==> src/rtl/i2cs_pkg.sv <==
package i2cs_pkg;

    typedef enum logic [2:0] {
        ST_IDLE,
        ST_ADDR,
        ST_DATA_IN,
        ST_DATA_OUT,
        ST_DISCARD,
        ST_DUMMY_OUT
    } xact_state_e;

    typedef struct packed {
        logic is_data;
        logic is_read;
        logic buf_full;
        logic clk_held;
        logic nack;
    } byte_evt_t;

    typedef struct packed {
        logic rd_rxbuf;
        logic wr_txbuf;
        logic use_fill;
        logic release_clk;
        logic push_rx;
        logic pop_tx;
    } ctl_act_t;

    localparam ctl_act_t ACT_NONE = '0;

    // Transmit slot is open when the engine buffer is drained and SCL is stretched.
    function automatic logic tx_slot_open(input byte_evt_t e);
        return !e.buf_full && e.clk_held;
    endfunction

endpackage

==> src/rtl/i2cs_fifo.sv <==
module i2cs_fifo #(
    parameter int W     = 8,
    parameter int DEPTH = 16
) (
    input  logic         clk,
    input  logic         rst,
    input  logic         push,
    input  logic [W-1:0] push_data,
    input  logic         pop,
    output logic [W-1:0] head,
    output logic         full,
    output logic         empty
);
    localparam int  AW   = (DEPTH > 1) ? $clog2(DEPTH) : 1;
    localparam int  CW   = $clog2(DEPTH + 1);
    localparam bit  POW2 = (DEPTH == (1 << AW));

    logic [W-1:0]  mem [DEPTH];
    logic [AW-1:0] wp, rp, wp_nx, rp_nx;
    logic [CW-1:0] cnt;
    logic          do_push, do_pop;

    assign do_push = push && !full;
    assign do_pop  = pop && !empty;

    generate
        if (POW2) begin : g_wrap_nat
            assign wp_nx = wp + 1'b1;
            assign rp_nx = rp + 1'b1;
        end else begin : g_wrap_cmp
            assign wp_nx = (wp == AW'(DEPTH - 1)) ? '0 : wp + 1'b1;
            assign rp_nx = (rp == AW'(DEPTH - 1)) ? '0 : rp + 1'b1;
        end
    endgenerate

    always_ff @(posedge clk) begin
        if (do_push) mem[wp] <= push_data;
    end

    always_ff @(posedge clk) begin
        if (rst) begin
            wp  <= '0;
            rp  <= '0;
            cnt <= '0;
        end else begin
            if (do_push) wp <= wp_nx;
            if (do_pop)  rp <= rp_nx;
            case ({do_push, do_pop})
                2'b10:   cnt <= cnt + 1'b1;
                2'b01:   cnt <= cnt - 1'b1;
                default: cnt <= cnt;
            endcase
        end
    end

    assign head  = mem[rp];
    assign full  = (cnt == CW'(DEPTH));
    assign empty = (cnt == '0);

endmodule

==> src/rtl/i2cs_seq.sv <==
module i2cs_seq
    import i2cs_pkg::*;
(
    input  logic      clk,
    input  logic      rst,
    input  logic      evt_valid,
    input  byte_evt_t evt,
    input  logic      bus_stop,
    input  logic      tx_empty,
    input  logic      rx_full,
    output ctl_act_t  act
);
    xact_state_e state_q, state_nx, eff;

    always_comb begin
        act      = ACT_NONE;
        state_nx = state_q;
        eff      = state_q;
        if (evt_valid) begin
            // An address byte always restarts the transaction.
            if (!evt.is_data) eff = ST_ADDR;
            if (evt.is_data && evt.nack) begin
                act.release_clk = 1'b1;
                state_nx        = ST_IDLE;
            end else begin
                case (eff)
                    ST_ADDR: begin
                        act.rd_rxbuf    = 1'b1;
                        act.release_clk = 1'b1;
                        if (!evt.is_read) begin
                            state_nx = ST_DATA_IN;
                        end else begin
                            act.wr_txbuf = 1'b1;
                            if (tx_empty) begin
                                act.use_fill = 1'b1;
                                state_nx     = ST_DUMMY_OUT;
                            end else begin
                                act.pop_tx = 1'b1;
                                state_nx   = ST_DATA_OUT;
                            end
                        end
                    end
                    ST_DATA_IN: begin
                        if (evt.buf_full) begin
                            act.rd_rxbuf    = 1'b1;
                            act.release_clk = 1'b1;
                            if (rx_full) state_nx = ST_DISCARD;
                            else         act.push_rx = 1'b1;
                        end
                    end
                    ST_DATA_OUT: begin
                        if (tx_slot_open(evt)) begin
                            act.wr_txbuf    = 1'b1;
                            act.release_clk = 1'b1;
                            if (tx_empty) begin
                                act.use_fill = 1'b1;
                                state_nx     = ST_DUMMY_OUT;
                            end else begin
                                act.pop_tx = 1'b1;
                            end
                        end
                    end
                    ST_DUMMY_OUT: begin
                        if (tx_slot_open(evt)) begin
                            act.wr_txbuf    = 1'b1;
                            act.use_fill    = 1'b1;
                            act.release_clk = 1'b1;
                        end
                    end
                    ST_DISCARD: begin
                        act.rd_rxbuf    = 1'b1;
                        act.release_clk = 1'b1;
                    end
                    default: ;
                endcase
            end
        end
        if (bus_stop) state_nx = ST_IDLE;
    end

    always_ff @(posedge clk) begin
        if (rst) state_q <= ST_IDLE;
        else     state_q <= state_nx;
    end

endmodule

==> src/rtl/i2cs_drive.sv <==
module i2cs_drive
    import i2cs_pkg::*;
#(
    parameter int              DATA_W    = 8,
    parameter logic [DATA_W-1:0] FILL_BYTE = '1
) (
    input  logic              clk,
    input  logic              rst,
    input  ctl_act_t          act,
    input  logic [DATA_W-1:0] tx_head,
    output logic              rxbuf_rd,
    output logic              txbuf_wr,
    output logic [DATA_W-1:0] txbuf_data,
    output logic              clk_release
);
    always_ff @(posedge clk) begin
        if (rst) begin
            rxbuf_rd    <= 1'b0;
            txbuf_wr    <= 1'b0;
            clk_release <= 1'b0;
            txbuf_data  <= FILL_BYTE;
        end else begin
            rxbuf_rd    <= act.rd_rxbuf;
            txbuf_wr    <= act.wr_txbuf;
            clk_release <= act.release_clk;
            if (act.wr_txbuf) txbuf_data <= act.use_fill ? FILL_BYTE : tx_head;
        end
    end

endmodule

==> src/rtl/i2cs_xact_ctrl.sv <==
module i2cs_xact_ctrl
    import i2cs_pkg::*;
#(
    parameter int                DATA_W     = 8,
    parameter int                FIFO_DEPTH = 16,
    parameter logic [DATA_W-1:0] FILL_BYTE  = '1
) (
    input  logic              clk,
    input  logic              rst,
    input  logic              evt_valid,
    input  logic              evt_is_data,
    input  logic              evt_is_read,
    input  logic              evt_buf_full,
    input  logic              evt_clk_held,
    input  logic              evt_nack,
    input  logic              bus_stop,
    input  logic [DATA_W-1:0] rxbuf_data,
    output logic              rxbuf_rd,
    output logic              txbuf_wr,
    output logic [DATA_W-1:0] txbuf_data,
    output logic              clk_release,
    input  logic              tx_push,
    input  logic [DATA_W-1:0] tx_push_data,
    output logic              tx_full,
    output logic              tx_empty,
    input  logic              rx_pop,
    output logic [DATA_W-1:0] rx_pop_data,
    output logic              rx_full,
    output logic              rx_empty
);
    byte_evt_t         evt;
    ctl_act_t          act;
    logic [DATA_W-1:0] tx_head;

    assign evt.is_data  = evt_is_data;
    assign evt.is_read  = evt_is_read;
    assign evt.buf_full = evt_buf_full;
    assign evt.clk_held = evt_clk_held;
    assign evt.nack     = evt_nack;

    i2cs_seq seq_i (
        .clk       (clk),
        .rst       (rst),
        .evt_valid (evt_valid),
        .evt       (evt),
        .bus_stop  (bus_stop),
        .tx_empty  (tx_empty),
        .rx_full   (rx_full),
        .act       (act)
    );

    i2cs_fifo #(.W(DATA_W), .DEPTH(FIFO_DEPTH)) tx_fifo_i (
        .clk       (clk),
        .rst       (rst),
        .push      (tx_push),
        .push_data (tx_push_data),
        .pop       (act.pop_tx),
        .head      (tx_head),
        .full      (tx_full),
        .empty     (tx_empty)
    );

    i2cs_fifo #(.W(DATA_W), .DEPTH(FIFO_DEPTH)) rx_fifo_i (
        .clk       (clk),
        .rst       (rst),
        .push      (act.push_rx),
        .push_data (rxbuf_data),
        .pop       (rx_pop),
        .head      (rx_pop_data),
        .full      (rx_full),
        .empty     (rx_empty)
    );

    i2cs_drive #(.DATA_W(DATA_W), .FILL_BYTE(FILL_BYTE)) drive_i (
        .clk         (clk),
        .rst         (rst),
        .act         (act),
        .tx_head     (tx_head),
        .rxbuf_rd    (rxbuf_rd),
        .txbuf_wr    (txbuf_wr),
        .txbuf_data  (txbuf_data),
        .clk_release (clk_release)
    );

endmodule

==> config.mk <==
export PLATFORM = sky130hd
export DESIGN_NAME = i2cs_xact_ctrl
export DESIGN_NICKNAME = d
export VERILOG_FILES = /design/src/rtl/i2cs_pkg.sv /design/src/rtl/i2cs_fifo.sv /design/src/rtl/i2cs_seq.sv /design/src/rtl/i2cs_drive.sv /design/src/rtl/i2cs_xact_ctrl.sv
export SDC_FILE = /design/constraint.sdc
export NUM_CORES = 1
export LEC_CHECK = 0
export ABC_CLOCK_PERIOD_IN_PS = 2900
export CORE_AREA = 2 2 181 201
export CTS_BUF_LIST = sky130_fd_sc_hd__clkbuf_4
export DETAILED_ROUTE_END_ITERATION = 8
export DIE_AREA = 0 0 183 203
export HOLD_SLACK_MARGIN = 0.12
export PLACE_DENSITY_LB_ADDON = 0.25
export SYNTH_ARGS = -nofsm -noshare
export SYNTH_HDL_FRONTEND = slang
export SYNTH_SLANG_ARGS = --single-unit
==> constraint.sdc <==
create_clock -name clk -period 2.9 [get_ports clk]
set_input_delay 0.29 -clock clk [delete_from_list [all_inputs] [get_ports clk]]
set_output_delay 0.29 -clock clk [all_outputs]
set_load 0.005 [all_outputs]
==> results.toml <==
[status]
status = "complete, no violations"

[synth]
synth_seq_cells = 304
synth_flop_cell = "edfxtp_1"
synthesis.area_mm2 = 0.0121
synth-async-reset-ratio = 0
syn_avg_cell_area_um2 = 17.8
ys_seq_area_frac = 0.714
yosys_warnings = 0
synth_cell_types = 51
syn_nets = 727
synth_edf_count = 256
syn_inst = 682

[floorplan]
core_mm2 = 0.0350
num_rows = 72
start_util = 0.347
io_pins = 50
die_w_um = 183
die_h_um = 203
dieArea_mm2 = 0.0371

[final_layout]
fillers = 3115
fin_nets = 893
syn_to_final_growth_pct = 21.0
final-instance-count-excl-fill = 1357
drive_above_1_share = 0.314
final_util = 0.419

[detailed_routing]
wl_mm = 26.8
vias_per_cell = 4.90
route.detailed.drc = 0
drtIter0Drc = 381
wl_per_cell_um = 19.7
dr.pass1.iters = 4
ant_nets = 0
routed-via-count = 6651

[worst_setup_path]
path_cells = "buf_12 -> buf_16 -> buf_6 -> mux4_2 -> mux4_2 -> buf_2"
crit_type = "reg2out"
worstPathMaxFanout = 8
required_ns = 2.61
cp.arrival_ns = 2.61
crit_path_end_kind = "output port"
crit_family = "multiplexers"
reg2reg_from = "tx_fifo_i.cnt[2]$_SDFFE_PP0P_"
cp_common_cell = "mux4_2"
path_buf_inv = 4
slowest_stage = "mux4_2"
slowest_delay_ns = 0.50
cp-start-kind = "register"

[timing]
fin_skew_ns = 0.0589
max_freq_ghz = 0.345
setup_violations = 0
fin_crit_sh = 1.00
slew_headroom = 0.523
worstMarginPinSlew_ns = 0.714
slew_violations = 0
rsz0062_at_grt = "true"
fin_hold_ws_ns = 0.293
fin_crit_ns = 2.90
hold_viol = 0

[flow_run]
drv_cap = 0

[grt]
grt_pass1_wl_mm = 41.8
grt_antenna_before_repair = 2
grt_pass1_vias = 7442
globalRouteTotalUtil = 0.151
grt_overflow = 0
grt_start_max_net_pins = 33

[clock_tree]
cts_sinks = 304
cts_tree = "built"
cts_root_buf = "clkbuf_4"
cts-hold-fix-buffers = 0
htreeDepth = 3
cts.clk_slew.worst_paths_ns = 0.07
clk_latency_ns = 0.76
ctsLongestPathBuffers = 3
numCtsBuffers = 82

[pwr]
power_density_mw_per_mm2 = 608
p_total_uw = 8910
peakVddDrop_mv = 0.412
leakagePower_uw = 0.00501

[place]
dp_hpwl_mm = 17.0
numPortBuffers = 49
place.gp.congestion = 0.820
dp_cells = 1201

[min_path]
hold_start = "evt_is_read"
hold_path.class = "in2reg"
-- cell usage in the layout (no fill, tap or decap), drive strengths merged, types with 2 or more instances in the layout --
master / count
clkinv: 24
nand2: 21
clkbuf: 120
a31oi: 2
o21a: 2
nand4: 4
or3: 2
o31ai: 2
a32oi: 8
nand3: 3
mux2: 2
a21o: 3
nand2b: 5
dfxtp: 48
or3b: 3
and3: 10
a21oi: 20
xnor2: 8
clkdlybuf4s50: 41
nand3b: 3
nor2: 65
ha: 17
mux2i: 7
a22oi: 10
diode: 2
nor3: 9
and2: 3
nor4: 2
buf: 76
inv: 20
nor2b: 7
o21ai: 9
nand4b: 2
xor2: 12
mux4: 72
edfxtp: 256
-- power breakdown --
group	total (uW)	internal, uW	switching (uW)
clock network	3700	1990	1710
registers	4820	4780	39.5
logic	389	185	204
-- metal layers --
layer,vias to the layer above,global-route usage,routed length [um]
li1,3083,-,-
met4,0,0.0611,616
met3,40,0.0420,1310
met2,166,0.275,14400
met1,3362,0.164,10400
met5,-,0,0
-- synthesized netlist by cell type (all sizes together), types with 9 or more instances --
master  number  area [um^2]
edfxtp     256         7690
mux4        72         1620
nor2        65          246
dfxtp       48          961
buf         21          100
nand2       21         78.8
a21oi       20          100
inv         18         67.6
ha          17          213
clkbuf      14         52.6
xor2        12          105
a22oi       10         75.1
and3        10         62.6
nor3         9         45.0
o21ai        9         45.0
-- logic make-up after synthesis --
kind of cell             Yosys count  share of synthesized area
AND/OR/NAND/NOR                  144                     0.0591
AO/OA/AOI/OAI                     62                     0.0339
buffers and inverters             53                     0.0182
flip-flops                       304                      0.714
multiplexers                      81                      0.141
adder cells (fa/ha/maj)           18                     0.0192
XOR/XNOR                          20                     0.0145
-- worst register-to-register path, cell delays in order, from the launching register on --
cell and delay [ns]:
dfxtp_1 0.54, nor4_4 0.10, a221o_1 0.39, nor2_2 0.14, ha_1 0.20, xor2_1 0.08, ha_1 0.22, or3b_2 0.44
a21oi_1 0.17, o21ai_1 0.09, xnor2_1 0.16, nor2_1 0.05
-- area by class of cell --
class / instances / area (um^2) / share of cell area
Sequential cell: 304 / 8650 / 0.590
Antenna cell: 2 / 5.00 / 0.000341
Clock buffer: 120 / 901 / 0.0614
Multi-Input combinational cell: 325 / 3260 / 0.223
Tap cell: 444 / 556 / 0.0379
Inverter: 18 / 67.6 / 0.00461
Clock inverter: 27 / 144 / 0.00981
Timing Repair Buffer: 117 / 1070 / 0.0731
-- stage by stage --
step	setup WS, ns	cell area [um^2]	TNS [ns]
floorplan	0.0691	12100	0
global placement	-0.151	13500	-0.151
detailed placement	-0.215	13500	-0.515
CTS	-0.0907	14700	-0.267
global route	-0.124	14700	-0.337
finish	0.00115	14700	0
-- worst paths after layout --
check | end | slack, ns | cells past startpoint
min reg2reg | drive_i.txbuf_data[2]$_SDFFE_PP1P_ | 0.47 | 2
max reg2reg | tx_fifo_i.cnt[4]$_SDFFE_PP0P_ | 0.17 | 11
max | rx_pop_data[1] | 0.001 | 6
min | seq_i.state_q[0]$_SDFFE_PP0P_ | 0.29 | 3
-- state kept, by name, summed over array words and instances, names as in the netlist, 3 cells and up, named ones only --
| register | flops |
|---|---|
| rx_fifo_i.mem | 128 |
| tx_fifo_i.mem | 128 |
| drive_i.txbuf_data | 8 |
| rx_fifo_i.cnt | 5 |
| tx_fifo_i.cnt | 5 |
| rx_fifo_i.rp | 4 |
| rx_fifo_i.wp | 4 |
| tx_fifo_i.rp | 4 |
| tx_fifo_i.wp | 4 |
| seq_i.state_q | 3 |
-- repair_timing --
action                                  in CTS  in global routing
cloned                                       3                  0
buffers inserted                             6                  0
resized for setup                           40                  4
endpoints found under the setup margin       8                  9
No activity file was read; power rests on OpenSTA's default activity.
